### config.mk
export PLATFORM = sky130hd
export DESIGN_NAME = can_mode_ctrl
export DESIGN_NICKNAME = d
export VERILOG_FILES = /design/src/rtl/can_mode_pkg.sv /design/src/rtl/can_recessive_runs.sv /design/src/rtl/can_mode_fsm.sv /design/src/rtl/can_mode_ctrl.sv
export SDC_FILE = /design/constraint.sdc
export NUM_CORES = 1
export LEC_CHECK = 0
export BUFFER_PORTS_ARGS = -buffer_cell sky130_fd_sc_hd__buf_4
export CAP_MARGIN = 20
export CORE_MARGIN = 2
export CORE_UTILIZATION = 49
export CTS_CLUSTER_SIZE = 30
export DETAILED_ROUTE_END_ITERATION = 7
export GPL_TIMING_DRIVEN = 0
export HOLD_SLACK_MARGIN = 0.08
export PLACE_DENSITY = 0.73
export SLEW_MARGIN = 20
export SYNTH_ARGS = -nofsm -noshare
export SYNTH_HDL_FRONTEND = slang
export SYNTH_SLANG_ARGS = --single-unit
### constraint.sdc
create_clock -name clk -period 1.8 [get_ports clk]
set_input_delay 0.36 -clock clk [delete_from_list [all_inputs] [get_ports clk]]
set_output_delay 0.36 -clock clk [all_outputs]
set_load 0.005 [all_outputs]
### src/rtl/can_mode_pkg.sv
package can_mode_pkg;
  typedef enum logic [2:0] {
    MD_INIT   = 3'd0,
    MD_NORMAL = 3'd1,
    MD_SLEEP  = 3'd2,
    MD_SYNC   = 3'd3,
    MD_BUSOFF = 3'd4
  } mode_t;
endpackage

### src/rtl/can_recessive_runs.sv
// Counts consecutive recessive bits and completed runs of them.
module can_recessive_runs #(
  parameter int RUN_LEN = 11,
  parameter int RUN_NUM = 128
) (
  input  logic clk,
  input  logic rst,
  input  logic tick,
  input  logic rx,
  input  logic count_en,
  output logic run_done,
  output logic runs_done
);
  localparam int RW = $clog2(RUN_LEN);
  localparam int NW = (RUN_NUM > 1) ? $clog2(RUN_NUM) : 1;
  localparam logic [RW-1:0] RUN_LAST = RW'(RUN_LEN - 1);
  localparam logic [NW-1:0] NUM_LAST = NW'(RUN_NUM - 1);

  logic [RW-1:0] bit_cnt;
  logic [NW-1:0] run_cnt;

  assign run_done  = tick && count_en && rx && (bit_cnt == RUN_LAST);
  assign runs_done = run_done && (run_cnt == NUM_LAST);

  always_ff @(posedge clk) begin
    if (rst || !count_en) begin
      bit_cnt <= '0;
      run_cnt <= '0;
    end else if (tick) begin
      if (!rx) begin
        bit_cnt <= '0;
      end else if (bit_cnt == RUN_LAST) begin
        bit_cnt <= '0;
        run_cnt <= (run_cnt == NUM_LAST) ? '0 : run_cnt + 1'b1;
      end else begin
        bit_cnt <= bit_cnt + 1'b1;
      end
    end
  end
endmodule

### src/rtl/can_mode_fsm.sv
// Mode state machine with registered mode flags.
module can_mode_fsm
  import can_mode_pkg::*;
(
  input  logic clk,
  input  logic rst,
  input  logic bit_tick,
  input  logic rx_bit,
  input  logic frame_busy,
  input  logic busoff_evt,
  input  logic req_init,
  input  logic req_sleep,
  input  logic auto_wake,
  input  logic auto_busoff,
  input  logic run_done,
  input  logic runs_done,
  output logic count_en,
  output logic init_ack,
  output logic sleep_ack,
  output logic sleep_clr,
  output logic engine_en
);
  mode_t state, nxt;
  logic  rx_prev;
  logic  sof_edge;
  logic  wake_hw;

  assign sof_edge = bit_tick && rx_prev && !rx_bit;

  always_comb begin
    unique case (state)
      MD_INIT:   count_en = !req_init && !req_sleep;
      MD_SYNC:   count_en = !req_init && !req_sleep;
      MD_BUSOFF: count_en = auto_busoff && !req_init;
      default:   count_en = 1'b0;
    endcase
  end

  always_comb begin
    nxt     = state;
    wake_hw = 1'b0;
    unique case (state)
      MD_NORMAL: begin
        if (busoff_evt)                             nxt = MD_BUSOFF;
        else if (bit_tick && !frame_busy && req_init)  nxt = MD_INIT;
        else if (bit_tick && !frame_busy && req_sleep) nxt = MD_SLEEP;
      end
      MD_INIT: begin
        if (bit_tick && !req_init) begin
          if (req_sleep)     nxt = MD_SLEEP;
          else if (run_done) nxt = MD_NORMAL;
        end
      end
      MD_SLEEP: begin
        if (bit_tick) begin
          if (req_init)       nxt = MD_INIT;
          else if (!req_sleep) nxt = MD_SYNC;
          else if (auto_wake && sof_edge) begin
            nxt     = MD_SYNC;
            wake_hw = 1'b1;
          end
        end
      end
      MD_SYNC: begin
        if (bit_tick) begin
          if (req_init)       nxt = MD_INIT;
          else if (req_sleep) nxt = MD_SLEEP;
          else if (run_done)  nxt = MD_NORMAL;
        end
      end
      MD_BUSOFF: begin
        if (bit_tick) begin
          if (req_init)                      nxt = MD_INIT;
          else if (auto_busoff && runs_done) nxt = MD_NORMAL;
        end
      end
      default: nxt = MD_INIT;
    endcase
  end

  always_ff @(posedge clk) begin
    if (rst) begin
      state     <= MD_INIT;
      rx_prev   <= 1'b1;
      init_ack  <= 1'b1;
      sleep_ack <= 1'b0;
      engine_en <= 1'b0;
      sleep_clr <= 1'b0;
    end else begin
      state     <= nxt;
      if (bit_tick) rx_prev <= rx_bit;
      init_ack  <= (nxt == MD_INIT);
      sleep_ack <= (nxt == MD_SLEEP);
      engine_en <= (nxt == MD_NORMAL);
      sleep_clr <= wake_hw;
    end
  end
endmodule

### src/rtl/can_mode_ctrl.sv
module can_mode_ctrl #(
  parameter int RUN_LEN = 11,
  parameter int RUN_NUM = 128
) (
  input  logic clk,
  input  logic rst,
  input  logic bit_tick,
  input  logic rx_bit,
  input  logic frame_busy,
  input  logic busoff_evt,
  input  logic req_init,
  input  logic req_sleep,
  input  logic auto_wake,
  input  logic auto_busoff,
  output logic init_ack,
  output logic sleep_ack,
  output logic sleep_clr,
  output logic engine_en
);
  logic count_en, run_done, runs_done;

  can_recessive_runs #(.RUN_LEN(RUN_LEN), .RUN_NUM(RUN_NUM)) u_runs (
    .clk(clk), .rst(rst), .tick(bit_tick), .rx(rx_bit), .count_en(count_en),
    .run_done(run_done), .runs_done(runs_done)
  );

  can_mode_fsm u_fsm (
    .clk(clk), .rst(rst), .bit_tick(bit_tick), .rx_bit(rx_bit),
    .frame_busy(frame_busy), .busoff_evt(busoff_evt), .req_init(req_init),
    .req_sleep(req_sleep), .auto_wake(auto_wake), .auto_busoff(auto_busoff),
    .run_done(run_done), .runs_done(runs_done), .count_en(count_en),
    .init_ack(init_ack), .sleep_ack(sleep_ack), .sleep_clr(sleep_clr),
    .engine_en(engine_en)
  );
endmodule

### Yosys cells after proc, flatten, opt, wreduce, memory -nomap -nowiden

Index checks and enable logic that the tools add are counted.

| word-level totals | value |
|---|---|
| bits in registers | 19 |
| bits in latches | 0 |
| bits in writable memories | 0 |
| ROM bits | 0 |
| input bits | 10 |
| logic and storage cells | 67 |
| memories | 0 |

| cells by class | value |
|---|---|
| $add $sub $neg | 2 |
| $mul | 0 |
| divide/modulo/power cells | 0 |
| magnitude comparators | 0 |
| equal/unequal tests | 8 |
| shift operators | 0 |
| muxes and demuxes | 21 |
| bitwise gates (word level) | 3 |
| reduce and logical (&&, ||, !) cells | 25 |

Operators by type and width:

| operator | count |
|---|---|
| $mux 3 | 15 |
| $pmux 3 s5 | 1 |
| $logic_and 1x1->1 | 14 |
| $eq 3x2->1 const B | 3 |
| $mux 4 | 2 |
| $add 7x1->7 const B | 1 |
| $eq 7x7->1 const B | 1 |
| $mux 7 | 1 |
| $eq 3x1->1 const B | 2 |
| $logic_not 3->1 | 2 |
| $logic_not 1->1 | 5 |
| $reduce_or 5->1 | 1 |
| $add 4x1->4 const B | 1 |
| $eq 4x4->1 const B | 1 |
| $eq 3x3->1 const B | 1 |
| $not 1->1 | 3 |
| $reduce_and 3->1 | 1 |
| $pmux 1 s2 | 1 |
| $reduce_or 2->1 | 1 |
| $logic_or 1x1->1 | 1 |
| $mux 1 | 1 |

### Longest topological paths before layout

| logic depth | value |
|---|---|
| word-level depth | 13 |
| mapped depth | 7 |

### Cells and area by module

A second synthesis with hierarchy kept.

| second synthesis, totals | value |
|---|---|
| cells, all modules | 120 |
| area, all modules | 1053.5 um^2 |

Modules (own cells, without submodules):

| module | times used | cells each | area an instance (um^2) | sequential area each (um^2) |
|---|---|---|---|---|
| can_recessive_runs | 1 | 71 | 625.6 | 220.2 |
| can_mode_fsm | 1 | 49 | 427.9 | 160.2 |

### Worst setup path before layout

No wires, ideal clock.

| path | value |
|---|---|
| path kind | register to register |
| start | register u_runs.run_cnt[0] |
| end | register u_fsm.init_ack |
| library setup time | 0.079 ns |
| arrival | 1.850 ns |
| path slack | -0.129 ns |
| cell stages (with the launch flop) | 7 |
| path buffers | 0 |
| period minus slack after synthesis | 1.929 ns |
| path through | dfxtp_1 -> ha_1 -> nand4_1 -> or2_2 -> or4_1 -> a32o_2 -> a211oi_2 |

| between the ends | value |
|---|---|
| cells in the longest elaborated chain, start to end | 8 |

Ends and longest elaborated chain:

| item | RTL line | RTL |
|---|---|---|
| start, declared | can_recessive_runs.sv:20 | `logic [NW-1:0] run_cnt;` |
| start signal, assigned | can_recessive_runs.sv:34 | `run_cnt <= (run_cnt == NUM_LAST) ? '0 : run_cnt + 1'b1;` |
| $eq 7x7->1 | can_recessive_runs.sv:23 | `assign runs_done = run_done && (run_cnt == NUM_LAST);` |
| $logic_and 1x1->1 | can_recessive_runs.sv:23 |  |
| $logic_and 1x1->1 | can_mode_fsm.sv:74 | `else if (auto_busoff && runs_done) nxt = MD_NORMAL;` |
| $mux 3 | can_mode_fsm.sv:74 |  |
| $mux 3 | can_mode_fsm.sv:73 | `if (req_init) nxt = MD_INIT;` |
| $mux 3 | can_mode_fsm.sv:72 | `if (bit_tick) begin` |
| $pmux 3 s5 | can_mode_fsm.sv:42 | `unique case (state)` |
| $logic_not 3->1 | can_mode_fsm.sv:92 | `init_ack <= (nxt == MD_INIT);` |
| end signal, assigned | can_mode_fsm.sv:92 |  |
| end, declared | can_mode_fsm.sv:18 | `output logic init_ack,` |

Every way passes these cells.
A chain may end at the register's enable or synchronous reset.

### Worst setup path in the final report

| path | value |
|---|---|
| start | register u_runs.run_cnt[1] |
| end | register u_fsm.state[2] |

| between the ends | value |
|---|---|
| cells in the longest elaborated chain, start to end | 7 |

Ends and longest elaborated chain:

| item | RTL line | RTL |
|---|---|---|
| $eq 7x7->1 | can_recessive_runs.sv:23 |  |
| $logic_and 1x1->1 | can_recessive_runs.sv:23 |  |
| $logic_and 1x1->1 | can_mode_fsm.sv:74 |  |
| $mux 3 | can_mode_fsm.sv:74 |  |
| $mux 3 | can_mode_fsm.sv:73 |  |
| $mux 3 | can_mode_fsm.sv:72 |  |
| $pmux 3 s5 | can_mode_fsm.sv:42 |  |
| end signal, assigned | can_mode_fsm.sv:90 | `state <= nxt;` |
| end, declared | can_mode_fsm.sv:23 | `mode_t state, nxt;` |

Every way passes these cells.

==> impl_metrics.toml <==
[worst_setup_path]
slowest_stage = "or4_4"
cp_top_family = "simple AND/OR/NAND/NOR gates"
critPathCaptureType = "flip-flop"
cp_cell_sequence = "ha_4, nand4_1, or2_4, or4_4, a32o_2, and2_1"
slowest_delay_ps = 480
cp_data_arrival_time_ps = 2070
start_kind = "flip-flop"
critPathKind = "flip-flop to flip-flop"
crit_fanout = 2
worst_ep_required_time_ps = 1990
crit_buf_inv = 0

[pwr]
total_power_w = 0.000713
p_leak_nw = 0.458
power_frac_clock_pct = 29.1
seq_power_share_pct = 60.5
sw_frac_of_total_pct = 23.2
irDropWorstVdd_mv = 0.521
combPwrFrac_pct = 10.4
p_switching_w = 0.000165
power-per-cell-area_nw_per_um2 = 605
intPower_w = 0.000548

[drt]
ant_nets = 0
routed_via_density = 5.56
first_pass_iters = 4
vias = 900
wl_per_cell_um = 12.6
wl_um = 2040
drc = 0
first_iter_violations = 18

[cts]
root_buffer = "clkbuf_4"
cts-buffers-inserted = 3
cts_max_level = 1
clockBufferDepth = 2
hold_buffers = 0
cts_tree = "done"
insertion_delay_ps = 290
clkSinkCount = 19
cts.clk_slew.worst_paths_ps = 100

[place]
pre_cts_ws_ps = -145
gp_congestion = 0.884
place_area_um2 = 1090
place_hpwl_um = 1510
place_inst = 152
io_buffers = 12

[synth]
synth_cells = 115
synth_area_leaders = "dfxtp_1, nor2_1, a21oi_1, ha_1, xor2_1"
synth_top_area_share_pct = 40.0
yosys.area.top_type = "dfxtp_1"
synth_nets = 128
syn_avg_cell_area_um2 = 8.27
seq_area_frac_synth_pct = 40.0
ys_seq_elements = 19
netlist_area_um2 = 951
synth.distinct_cells = 37
synth-edff-count = 0
synth_warnings = 0
ys.flop_type = "dfxtp_1"
async_flop_share_pct = 0

[timing]
worstMarginPinSlew_ps = 441
setup_viol = 2
fin_crit_sh_pct = 104
min_period_ps = 1870
max-slew-margin-rel_pct = 70.6
layout_setup_ws_ps = -74.2
timing.fmax_ghz = 0.534
hold_viol_final = 0
drv_slew = 0
rsz0062_at_grt = "true"
fin_worst_skew_ps = 0.624
holdWs_ps = 275

[finish]
syn_to_final_growth_pct = 23.9
antennaDiodeCount = 0
nFillCells = 149
final_common_cell = "buf_4"
instances_no_fill = 162
stdcell_area_um2 = 1180
nets = 151
drive_gt1_share_pct = 26.3
final_cell_mix = "buf_4, nor2_1, dfxtp_1"

[global_routing]
track_usage_pct = 20.9
antenna_found_initial = 0
grt_pass1_vias = 807
grt_max_degree = 11
gr-total-overflow = 0
grt_first_pass_wirelength_um = 3350

[floorplan]
coreArea_um2 = 1780
fp.dieH_um = 48.1
placementRows = 15
die_x_um = 48.1
die_area_um2 = 2310
initial_core_util_pct = 53.3
boundaryPins = 14

[job]
maxCapViolations = 0

[outcome]
violations = "negative setup slack"
status = "finished, violations left"

[worst_hold_path]
min_path_type = "primary input to flip-flop"
sequential cells by signal, summed over array words and instances, names as in the netlist:
register         flops
u_fsm.rx_prev        1
u_runs.run_cnt       7
u_fsm.state          3
u_fsm.engine_en      1
u_fsm.sleep_clr      1
u_runs.bit_cnt       4
u_fsm.sleep_ack      1
u_fsm.init_ack       1
cell families after synthesis:
kind of cell,synth area share [%]
compound gates,15.4
simple gates,32.5
fa+ha+maj,3.95
flops,40.0
buf+inv,2.50
mux,1.05
xor+xnor,4.61
power by group through the flow:
| stage | registers (W) | clock network, W | logic (W) |
|---|---|---|---|
| 6_report | 0.000432 | 0.000207 | 0.0000739 |
| 5_1_grt | 0.000433 | 0.000235 | 0.0000822 |
| 4_1_cts | 0.000432 | 0.000215 | 0.0000730 |
| 3_5_place_dp | 0.000441 | 0 | 0.0000732 |
| 3_3_place_gp | 0.000440 | 0 | 0.0000718 |
| 2_1_floorplan | 0.000440 | 0 | 0.0000388 |
layout make-up:
class                           instances  area (µm²)  share of cell area, %
Tap cell                               25        31.3                   2.65
Inverter                                3        11.3                  0.955
Multi-Input combinational cell         90         569                   48.3
Buffer                                  1        3.75                  0.318
Sequential cell                        19         387                   32.8
Timing Repair Buffer                   20         150                   12.7
Clock buffer                            4        26.3                   2.23
what timing repair did:
action	4_1_cts	5_1_grt
gates resized for setup	3	2
setup endpoints to repair	3	5
pin swaps	4	4
buffers inserted	7	1
cell usage after synthesis, types with 2 or more instances:
master and number:
a21oi_1 8, and2_1 2, and3_1 2, clkbuf_1 2
dfxtp_1 19, ha_1 3, inv_1 3, nand2_1 9
nand2b_1 2, nand3_1 5, nand4_1 4, nor2_1 18
nor2b_1 3, nor3_1 3, nor3b_1 4, o21ai_0 3
or3_1 2, xor2_1 4
per-layer routing:
metal,global-route usage (%),up-vias,wire length (µm)
li1,-,452,-
met1,26.2,423,916
met2,34.7,23,991
met3,6.42,2,121
met4,5.41,0,15
met5,0,-,0
worst register-to-register path: stages, from the launching register on:
cell     delay [ps]
dfxtp_2         360
ha_4            130
nand4_1         110
or2_4           260
or4_4           480
a32o_2          290
and2_1          150
through the flow:
step / TNS, ps / util [%]
finish: -137 / 66.1
global route: -390 / 66.1
CTS: -141 / 65.4
detailed placement: -435 / 61.1
global placement: -498 / 61.1
floorplan: -21.6 / -
final timing paths:
check                                 endpoint              start  slack (ps)  cells past startpoint
worst max register to register  u_fsm.state[2]  u_runs.run_cnt[1]         -70                      6
worst max-delay path            u_fsm.state[2]  u_runs.run_cnt[1]         -70                      6
worst min register to register   u_fsm.rx_prev      u_fsm.rx_prev         470                      2
worst min-delay path            u_fsm.state[0]                rst         270                      2
Power figures use the tool's default switching activity.
